$ cat config.mk
export PLATFORM = sky130hd
export DESIGN_NAME = hiccup_retry_ctrl
export DESIGN_NICKNAME = d
export VERILOG_FILES = /design/src/rtl/hiccup_pkg.sv /design/src/rtl/hiccup_len_sel.sv /design/src/rtl/hiccup_timer.sv /design/src/rtl/hiccup_fsm.sv /design/src/rtl/hiccup_retry_ctrl.sv
export SDC_FILE = /design/constraint.sdc
export NUM_CORES = 1
export LEC_CHECK = 0
export ABC_AREA = 1
export BUFFER_PORTS_ARGS = -buffer_cell sky130_fd_sc_hd__buf_2
export CAP_MARGIN = 30
export CORE_ASPECT_RATIO = 1.1
export CORE_UTILIZATION = 50
export CTS_CLUSTER_SIZE = 16
export DETAILED_ROUTE_END_ITERATION = 10
export PLACE_DENSITY = 0.7
export SYNTH_ARGS = -nofsm -noshare
export SYNTH_HDL_FRONTEND = slang
export SYNTH_SLANG_ARGS = --single-unit
$ cat constraint.sdc
create_clock -name clk -period 7.01 [get_ports clk]
set_clock_uncertainty 0.1 [all_clocks]
set_input_delay 0.3505 -clock clk [delete_from_list [all_inputs] [get_ports clk]]
set_output_delay 0.3505 -clock clk [all_outputs]
set_load 0.005 [all_outputs]
$ cat src/rtl/hiccup_pkg.sv
package hiccup_pkg;
   typedef enum logic [1:0] {
      ST_IDLE    = 2'd0,
      ST_CONDUCT = 2'd1,
      ST_ONWIN   = 2'd2,
      ST_OFFWIN  = 2'd3
   } hstate_e;
endpackage

$ cat src/rtl/hiccup_len_sel.sv
// Captures the effective window lengths and the bypass mode at idle exit.
module hiccup_len_sel #(
   parameter int LEN_W      = 16,
   parameter int SCALE_LOG2 = 6,
   localparam int CNT_W     = LEN_W + SCALE_LOG2
) (
   input  logic             clk,
   input  logic             rst_n,
   input  logic             capture,
   input  logic [LEN_W-1:0] on_len,
   input  logic [LEN_W-1:0] off_len,
   input  logic             on_unset,
   input  logic             off_unset,
   output logic [CNT_W-1:0] on_ticks,
   output logic [CNT_W-1:0] off_ticks,
   output logic             bypass
);
   logic [LEN_W-1:0] on_eff;
   logic [LEN_W-1:0] off_prog;
   logic [CNT_W-1:0] off_dflt;
   logic [CNT_W-1:0] off_eff;

   // zero or unprogrammed lengths collapse to a single tick
   assign on_eff   = (on_unset || (on_len == '0)) ? LEN_W'(1) : on_len;
   assign off_prog = (off_len == '0) ? LEN_W'(1) : off_len;

   generate
      if (SCALE_LOG2 == 0) begin : g_unscaled
         assign off_dflt = CNT_W'(on_eff);
      end else begin : g_scaled
         assign off_dflt = CNT_W'(on_eff) << SCALE_LOG2;
      end
   endgenerate

   assign off_eff = off_unset ? off_dflt : CNT_W'(off_prog);

   always_ff @(posedge clk or negedge rst_n) begin
      if (!rst_n) begin
         on_ticks  <= CNT_W'(1);
         off_ticks <= CNT_W'(1);
         bypass    <= 1'b0;
      end else if (capture) begin
         on_ticks  <= CNT_W'(on_eff);
         off_ticks <= off_eff;
         bypass    <= on_unset && off_unset;
      end
   end
endmodule

$ cat src/rtl/hiccup_timer.sv
// Down-counter: a load of N keeps expired low for N-1 run cycles.
module hiccup_timer #(
   parameter int CNT_W = 22
) (
   input  logic             clk,
   input  logic             rst_n,
   input  logic             load,
   input  logic [CNT_W-1:0] load_val,
   input  logic             run,
   output logic             expired,
   output logic [CNT_W-1:0] cnt
);
   always_ff @(posedge clk or negedge rst_n) begin
      if (!rst_n) begin
         cnt <= '0;
      end else if (load) begin
         cnt <= load_val - CNT_W'(1);
      end else if (run && (cnt != '0)) begin
         cnt <= cnt - CNT_W'(1);
      end
   end

   assign expired = (cnt == '0);
endmodule

$ cat src/rtl/hiccup_fsm.sv
module hiccup_fsm
   import hiccup_pkg::*;
(
   input  logic    clk,
   input  logic    rst_n,
   input  logic    kill,
   input  logic    cmd_on,
   input  logic    ovc,
   input  logic    bypass,
   input  logic    expired,
   output hstate_e state,
   output logic    capture,
   output logic    load_on,
   output logic    load_off,
   output logic    run
);
   hstate_e nxt;

   always_comb begin
      nxt      = state;
      capture  = 1'b0;
      load_on  = 1'b0;
      load_off = 1'b0;
      if (kill || !cmd_on) begin
         nxt = ST_IDLE;
      end else begin
         unique case (state)
            ST_IDLE: begin
               nxt     = ST_CONDUCT;
               capture = 1'b1;
            end
            ST_CONDUCT: begin
               if (ovc && !bypass) begin
                  nxt     = ST_ONWIN;
                  load_on = 1'b1;
               end
            end
            ST_ONWIN: begin
               if (expired) begin
                  if (ovc) begin
                     nxt      = ST_OFFWIN;
                     load_off = 1'b1;
                  end else begin
                     nxt = ST_CONDUCT;
                  end
               end
            end
            ST_OFFWIN: begin
               if (expired) begin
                  if (ovc) begin
                     nxt     = ST_ONWIN;
                     load_on = 1'b1;
                  end else begin
                     nxt = ST_CONDUCT;
                  end
               end
            end
            default: nxt = ST_IDLE;
         endcase
      end
   end

   assign run = (state == ST_ONWIN) || (state == ST_OFFWIN);

   always_ff @(posedge clk or negedge rst_n) begin
      if (!rst_n) state <= ST_IDLE;
      else        state <= nxt;
   end
endmodule

$ cat src/rtl/hiccup_retry_ctrl.sv
module hiccup_retry_ctrl
   import hiccup_pkg::*;
#(
   parameter int LEN_W      = 16,
   parameter int SCALE_LOG2 = 6,
   localparam int CNT_W     = LEN_W + SCALE_LOG2
) (
   input  logic             clk,
   input  logic             rst_n,
   input  logic             kill,
   input  logic             cmd_on,
   input  logic             ovc,
   input  logic [LEN_W-1:0] on_len,
   input  logic [LEN_W-1:0] off_len,
   input  logic             on_unset,
   input  logic             off_unset,
   output logic             gate_en,
   output logic             fault,
   output logic             limiting
);
   generate
      if (LEN_W < 2 || LEN_W > 32) begin : g_bad_len
         $error("hiccup_retry_ctrl: LEN_W must lie in 2..32");
      end
      if (SCALE_LOG2 > 10) begin : g_bad_scale
         $error("hiccup_retry_ctrl: SCALE_LOG2 must not exceed 10");
      end
   endgenerate

   hstate_e          st;
   logic             capture, load_on, load_off, run, expired, bypass_q;
   logic [CNT_W-1:0] on_ticks, off_ticks, tmr_cnt, load_val;

   hiccup_len_sel #(.LEN_W(LEN_W), .SCALE_LOG2(SCALE_LOG2)) u_len (
      .clk(clk), .rst_n(rst_n), .capture(capture),
      .on_len(on_len), .off_len(off_len),
      .on_unset(on_unset), .off_unset(off_unset),
      .on_ticks(on_ticks), .off_ticks(off_ticks), .bypass(bypass_q)
   );

   hiccup_fsm u_fsm (
      .clk(clk), .rst_n(rst_n), .kill(kill), .cmd_on(cmd_on), .ovc(ovc),
      .bypass(bypass_q), .expired(expired), .state(st), .capture(capture),
      .load_on(load_on), .load_off(load_off), .run(run)
   );

   assign load_val = load_on ? on_ticks : off_ticks;

   hiccup_timer #(.CNT_W(CNT_W)) u_tmr (
      .clk(clk), .rst_n(rst_n), .load(load_on || load_off),
      .load_val(load_val), .run(run), .expired(expired), .cnt(tmr_cnt)
   );

   assign gate_en  = (st == ST_CONDUCT) || (st == ST_ONWIN);
   assign limiting = (st == ST_ONWIN);
   assign fault    = (st == ST_OFFWIN);
endmodule

# == Word-level counts from Yosys, hierarchy flattened ==
# Index checks and enable logic that the tools add are counted.
# totals
reg_bits,63
output_inout_bits,3
elab_cells,52
# op_classes
add_sub_neg,2
eq_ne,6
muxes,22
reduce_logical,17
# op_table
cell,n
22-bit 2-to-1 mux,4
22-bit by 1-bit subtractor with 22-bit output (second input constant),2
16-bit zero test,2
16-bit 2-to-1 mux,2
22-bit zero test,1
22-bit nonzero test,1
2-bit 2-to-1 mux,6
3-bit by 1-bit inequality test with 1-bit output (second input constant),3
1-bit 2-to-1 mux,8
2-bit one-hot mux with 4 select lines,1
1-bit logical OR,5
2-bit == test (second input constant),2
1-bit logical AND,3
3-bit AND reduction,1
2-bit by 1-bit == test with 1-bit output (second input constant),1
1-bit zero test,2
2-bit zero test,1
1-bit one-hot mux with 2 select lines,1
2-bit nonzero test,1

# == Depth between registers and ports, before layout ==
# logic_depth
depth_word,8
ltp_mapped,21
mapped_depth_nobuf,20

# == Cells and area by module ==
# Synthesis repeated with hierarchy kept, for this count alone.
# hier_totals
cells_unflattened,705
area_unflattened_um2,4583.1
# modules_own_cells
module,instances,cells_per_inst,area_per_inst_um2,seq_area_each_um2
hiccup_timer,1,340,2064.5,550.5
hiccup_len_sel,1,256,1983.2,978.4
hiccup_retry_ctrl,1,76,327.8,0.0
hiccup_fsm,1,33,207.7,50.0

# == Worst setup path after synthesis ==
# OpenSTA, ideal clock, no wires.
# synth_path
path_kind,flip-flop to flip-flop
startpoint,register u_tmr.cnt[13]
endpoint,register u_tmr.cnt[16]
setup_ps,117
arrival_ps,2477
slack_ps,4316
stages_incl_launch_ff,19
period_less_slack_ps,2694
path_cell_list,dfrtp_1 or2_1 nor2_1 nand2_1 nor2_4 nand3_4 nand2_4 nand2_4 nand2_2 nor2_1 nor2_1 ha_1 inv_1 nor3_4 nand3_1 nor2_1 nand2_1 nand3_1 nand2_1
# synth_via
elab_chain_cells,7
# synth_rtl
element,line,source
"start, declared",hiccup_timer.sv:11,output logic [CNT_W-1:0] cnt
"start signal, assigned",hiccup_timer.sv:17,cnt <= load_val - CNT_W'(1);
"start signal, assigned",hiccup_timer.sv:19,cnt <= cnt - CNT_W'(1);
22-bit zero test,hiccup_timer.sv:23,assign expired = (cnt == '0);
1-bit 2-to-1 mux,hiccup_fsm.sv:39,if (expired) begin
1-bit one-hot mux with 2 select lines,hiccup_fsm.sv:27,unique case (state)
1-bit 2-to-1 mux,hiccup_fsm.sv:24,if (kill || !cmd_on) begin
22-bit 2-to-1 mux,hiccup_retry_ctrl.sv:47,assign load_val = load_on ? on_ticks : off_ticks;
22-bit by 1-bit subtractor with 22-bit output,hiccup_timer.sv:17,
22-bit 2-to-1 mux,hiccup_timer.sv:16,end else if (load) begin
# Parallel ways exist; a longest one is shown, timed or not. The select of a mux whose other input is x is not followed.
# A chain may end at the register's enable or synchronous reset.

# == Worst setup path after layout ==
# layout_path
startpoint,register u_tmr.cnt[19]
endpoint,register u_tmr.cnt[4]
# Same word-level chain as after synthesis.

==> out/metrics.json <==
{
  "yosys.cell_types.count": 38,
  "n_antenna_cell": 0,
  "max_cap_viol": 0,
  "part_of_the_total_power_dissipated_in_combinational_logic_pct": 40.1,
  "grtUsageTotal_pct": 28.5,
  "cts_root_buf": "sky130_fd_sc_hd__clkbuf_8",
  "cp.required_ns": 7.12,
  "floorplan.initialDensity_pct": 52.1,
  "worst_setup_hold_path_clk_slew_ns": 0.08,
  "cts_tree": "yes",
  "routing_usage_on_met3_pct": 3.98,
  "layout-area-overhead-vs-synth_pct": 12.0,
  "total_switching_power_w": 0.000615,
  "worstMarginPinSlew_ns": 0.810,
  "postCtsResizedCells": 0,
  "flip_flop_and_latch_count_after_synthesis": 63,
  "static-leakage-power_nw": 2.36,
  "clock_power_share_pct": 23.1,
  "p_total_w": 0.00141,
  "worst_slack_ns": 3.47,
  "number_of_clock_sinks": 63,
  "place.detailed.hpwl_um": 8100,
  "first_global_vias": 3462,
  "drive_gt1_share_pct": 16.9,
  "power.share.switching_pct": 43.5,
  "peakVddDrop_mv": 0.179,
  "globalplace.congestion": 0.930,
  "ctsLongestPathBuffers": 2,
  "grt_setup_unrepaired": "false",
  "hold_slack_ns": 0.0604,
  "fmax_mhz": 282,
  "synth_fp_nets": 590,
  "setup_total_negative_slack_ns": 0,
  "io_buffer_count": 41,
  "grtUsageMet2_pct": 45.4,
  "layout.cell_area.non_filler_um2": 4410,
  "ctsHtreeMaxLevel": 3,
  "syn_inst": 546,
  "per_instance_average_area_after_synthesis_um2": 7.21,
  "drtPass1Iterations": 6,
  "run_status": "finished clean",
  "clock_insertion_delay_worst_skew_ns": 0.35,
  "timing_worst_setup_path_type": "reg -> reg",
  "critPathBufInv": 1,
  "drc_errors": 0,
  "timing.critical_path.cells": "nor2_1 > nand2_1 > nor2_1 > nand2_1 > nor2_4 > nand3b_2 > nor2_2 > nand2_1 > o21ai_0 > nor2_1 > ha_1 > inv_1 > nor3_4 > or2_2 > nand3_1 > o21ai_0",
  "antenna_found_initial": 0,
  "placementRows": 33,
  "power_density_nw_per_um2": 321,
  "drt_via_density": 5.42,
  "setup.worst_path.end_class": "flip-flop",
  "internal_power_w": 0.000799,
  "cts_hold_repair.buffers": 0,
  "netlist_area_um2": 3940,
  "finalNetCount": 629,
  "chipHeight_um": 95.1,
  "grt_start_max_net_pins": 64,
  "critical_path_peak_fanout": 23,
  "cp_top_family": "simple AND/OR/NAND/NOR gates",
  "setup_viol_count_final": 0,
  "top_cell_type_s_share_of_synthesized_area_pct": 38.8,
  "synthFlopType": "sky130_fd_sc_hd__dfrtp_1",
  "crit_path_top_delay_cell": "sky130_fd_sc_hd__nor2_2",
  "min_path_type": "in -> async",
  "core_area_um2": 7560,
  "grt_pass1_wl_um": 17500,
  "postCtsSetupRepairBufs": 0,
  "detail_route.wl_per_cell_um": 15.4,
  "dpl_worst_slack_ns": 3.30,
  "synth-edff-count": 0,
  "synth.top_cells.by_count": "164 x sky130_fd_sc_hd__nand2_1, 65 x sky130_fd_sc_hd__nand3_1, 61 x sky130_fd_sc_hd__dfrtp_1, 55 x sky130_fd_sc_hd__nor2_1, 46 x sky130_fd_sc_hd__inv_1",
  "critPathMaxStageDelay_ns": 0.58,
  "yosys_warnings": 0,
  "yosysMostFrequentCell": "sky130_fd_sc_hd__nand2_1",
  "proportion_of_synthesized_chip_area_in_sequential_cells_pct": 40.1,
  "arrival_ns": 3.65,
  "share_seq_of_total_power_pct": 36.7,
  "cts-buffers-inserted": 9,
  "wirelength_um": 10700,
  "slew_violations": 0,
  "post_synth_main_area_contributors": "sky130_fd_sc_hd__dfrtp_1 39%, sky130_fd_sc_hd__nand2_1 16%, sky130_fd_sc_hd__nand3_1 8.3%",
  "die_w_um": 86.6,
  "number_of_primary_i_o_pins": 42,
  "ant_nets": 0,
  "drt-initial-drc-count": 248,
  "layout_min_cycle_time_ns": 3.54,
  "die-area_um2": 8230,
  "dr_total_vias": 3767,
  "start_kind": "flip-flop",
  "total_grt_overflow": 0,
  "met1_routing_resource_usage_after_global_routing_pct": 39.0,
  "layout_worst_path_cycle_share_pct": 50.5,
  "synthDominantAreaCellType": "sky130_fd_sc_hd__dfrtp_1",
  "final_hold_viol_count": 0,
  "global_route_layer_with_the_greatest_usage": "met2",
  "worst_slew_margin_rel_pct": 46.0,
  "placed_area_um2": 4210,
  "synth-async-reset-ratio_pct": 100
}
==> metal layers <==
layer	share of wire, %	vias to the layer above
met2	46	148
li1	-	1881
met3	5.3	22
met4	2.5	0
met1	47	1716
met5	0	-
==> power groups by stage <==
stage	Clock, W	Sequential, W	Combinational, W
2_1_floorplan	0	0.000495	0.000427
3_3_place_gp	0	0.000523	0.000557
3_5_place_dp	0	0.000523	0.000560
4_1_cts	0.000331	0.000517	0.000563
5_1_grt	0.000345	0.000527	0.000640
6_report	0.000327	0.000519	0.000567
==> per-stage QoR <==
stage / util (%) / cells
after floorplan: - / 546
after global placement: 55.7 / 679
after detailed placement: 55.7 / 679
after CTS: 58.3 / 695
after global routing: 58.3 / 695
final: 58.3 / 695
==> worst reg2reg max path, delay by kind of cell, from the launching register on <==
family	cells	cell delay (ns)
DFF	1	0.41
adders and majority gates	1	0.21
AOI/OAI and AO/OA	2	0.19
and+or+nand+nor	12	2.36
buffers and inverters	1	0.11
==> final timing paths <==
check,start,end,cells past startpoint,slack (ns)
min,rst_n,u_tmr.cnt[6],2,0.06
min in group clk,off_len[3],u_len.off_ticks[3],2,0.13
min reg2reg,u_len.on_ticks[3],u_len.on_ticks[3],2,0.39
max in group asynchronous,rst_n,u_len.off_ticks[21],2,6.20
max reg2reg,u_tmr.cnt[19],u_tmr.cnt[4],16,3.47
max,u_tmr.cnt[19],u_tmr.cnt[4],16,3.47
==> flip-flops by register name (all words and copies together), names as in the netlist <==
| signal | cells |
|---|---|
| u_len.bypass | 1 |
| u_tmr.cnt | 22 |
| u_len.on_ticks | 16 |
| u_fsm.state | 2 |
| u_len.off_ticks | 22 |
==> placed cells by master, fill, tap and decap left out, types with 2 or more instances in the layout <==
cell type	n
sky130_fd_sc_hd__nand4_1	9
sky130_fd_sc_hd__nor2_4	5
sky130_fd_sc_hd__nor2_2	10
sky130_fd_sc_hd__a21oi_1	8
sky130_fd_sc_hd__ha_1	5
sky130_fd_sc_hd__nand2_1	164
sky130_fd_sc_hd__buf_2	41
sky130_fd_sc_hd__nor2_1	55
sky130_fd_sc_hd__dfstp_2	2
sky130_fd_sc_hd__buf_4	3
sky130_fd_sc_hd__dfrtp_1	61
sky130_fd_sc_hd__nand2_2	4
sky130_fd_sc_hd__o21ai_1	7
sky130_fd_sc_hd__o21ai_0	31
sky130_fd_sc_hd__xor2_1	2
sky130_fd_sc_hd__nand2_4	2
sky130_fd_sc_hd__clkinvlp_4	3
sky130_fd_sc_hd__a22o_1	5
sky130_fd_sc_hd__a31oi_1	3
sky130_fd_sc_hd__inv_1	46
sky130_fd_sc_hd__clkbuf_8	9
sky130_fd_sc_hd__o22ai_1	9
sky130_fd_sc_hd__nand3_1	65
sky130_fd_sc_hd__inv_2	2
sky130_fd_sc_hd__nand3_2	11
sky130_fd_sc_hd__o21bai_1	4
sky130_fd_sc_hd__nor4_1	8
sky130_fd_sc_hd__clkinv_1	2
==> cells by family after synthesis <==
logic type	synth area share (%)
and+or+nand+nor	40.5
AOI/OAI and AO/OA	10.5
buffers and inverters	6.93
DFF	40.1
adders and majority gates	1.59
xor gates and xnor gates	0.445
==> cell type report <==
class | instances | area [um2]
sequential | 63 | 1580
multi-input combinational | 417 | 2080
tap | 105 | 131
clock buffer | 10 | 128
clock inverter | 6 | 70.1
timing repair buffer | 44 | 228
inverter | 50 | 188
fill | 721 | 3150
Note: power is estimated with default switching activity, not from simulation.
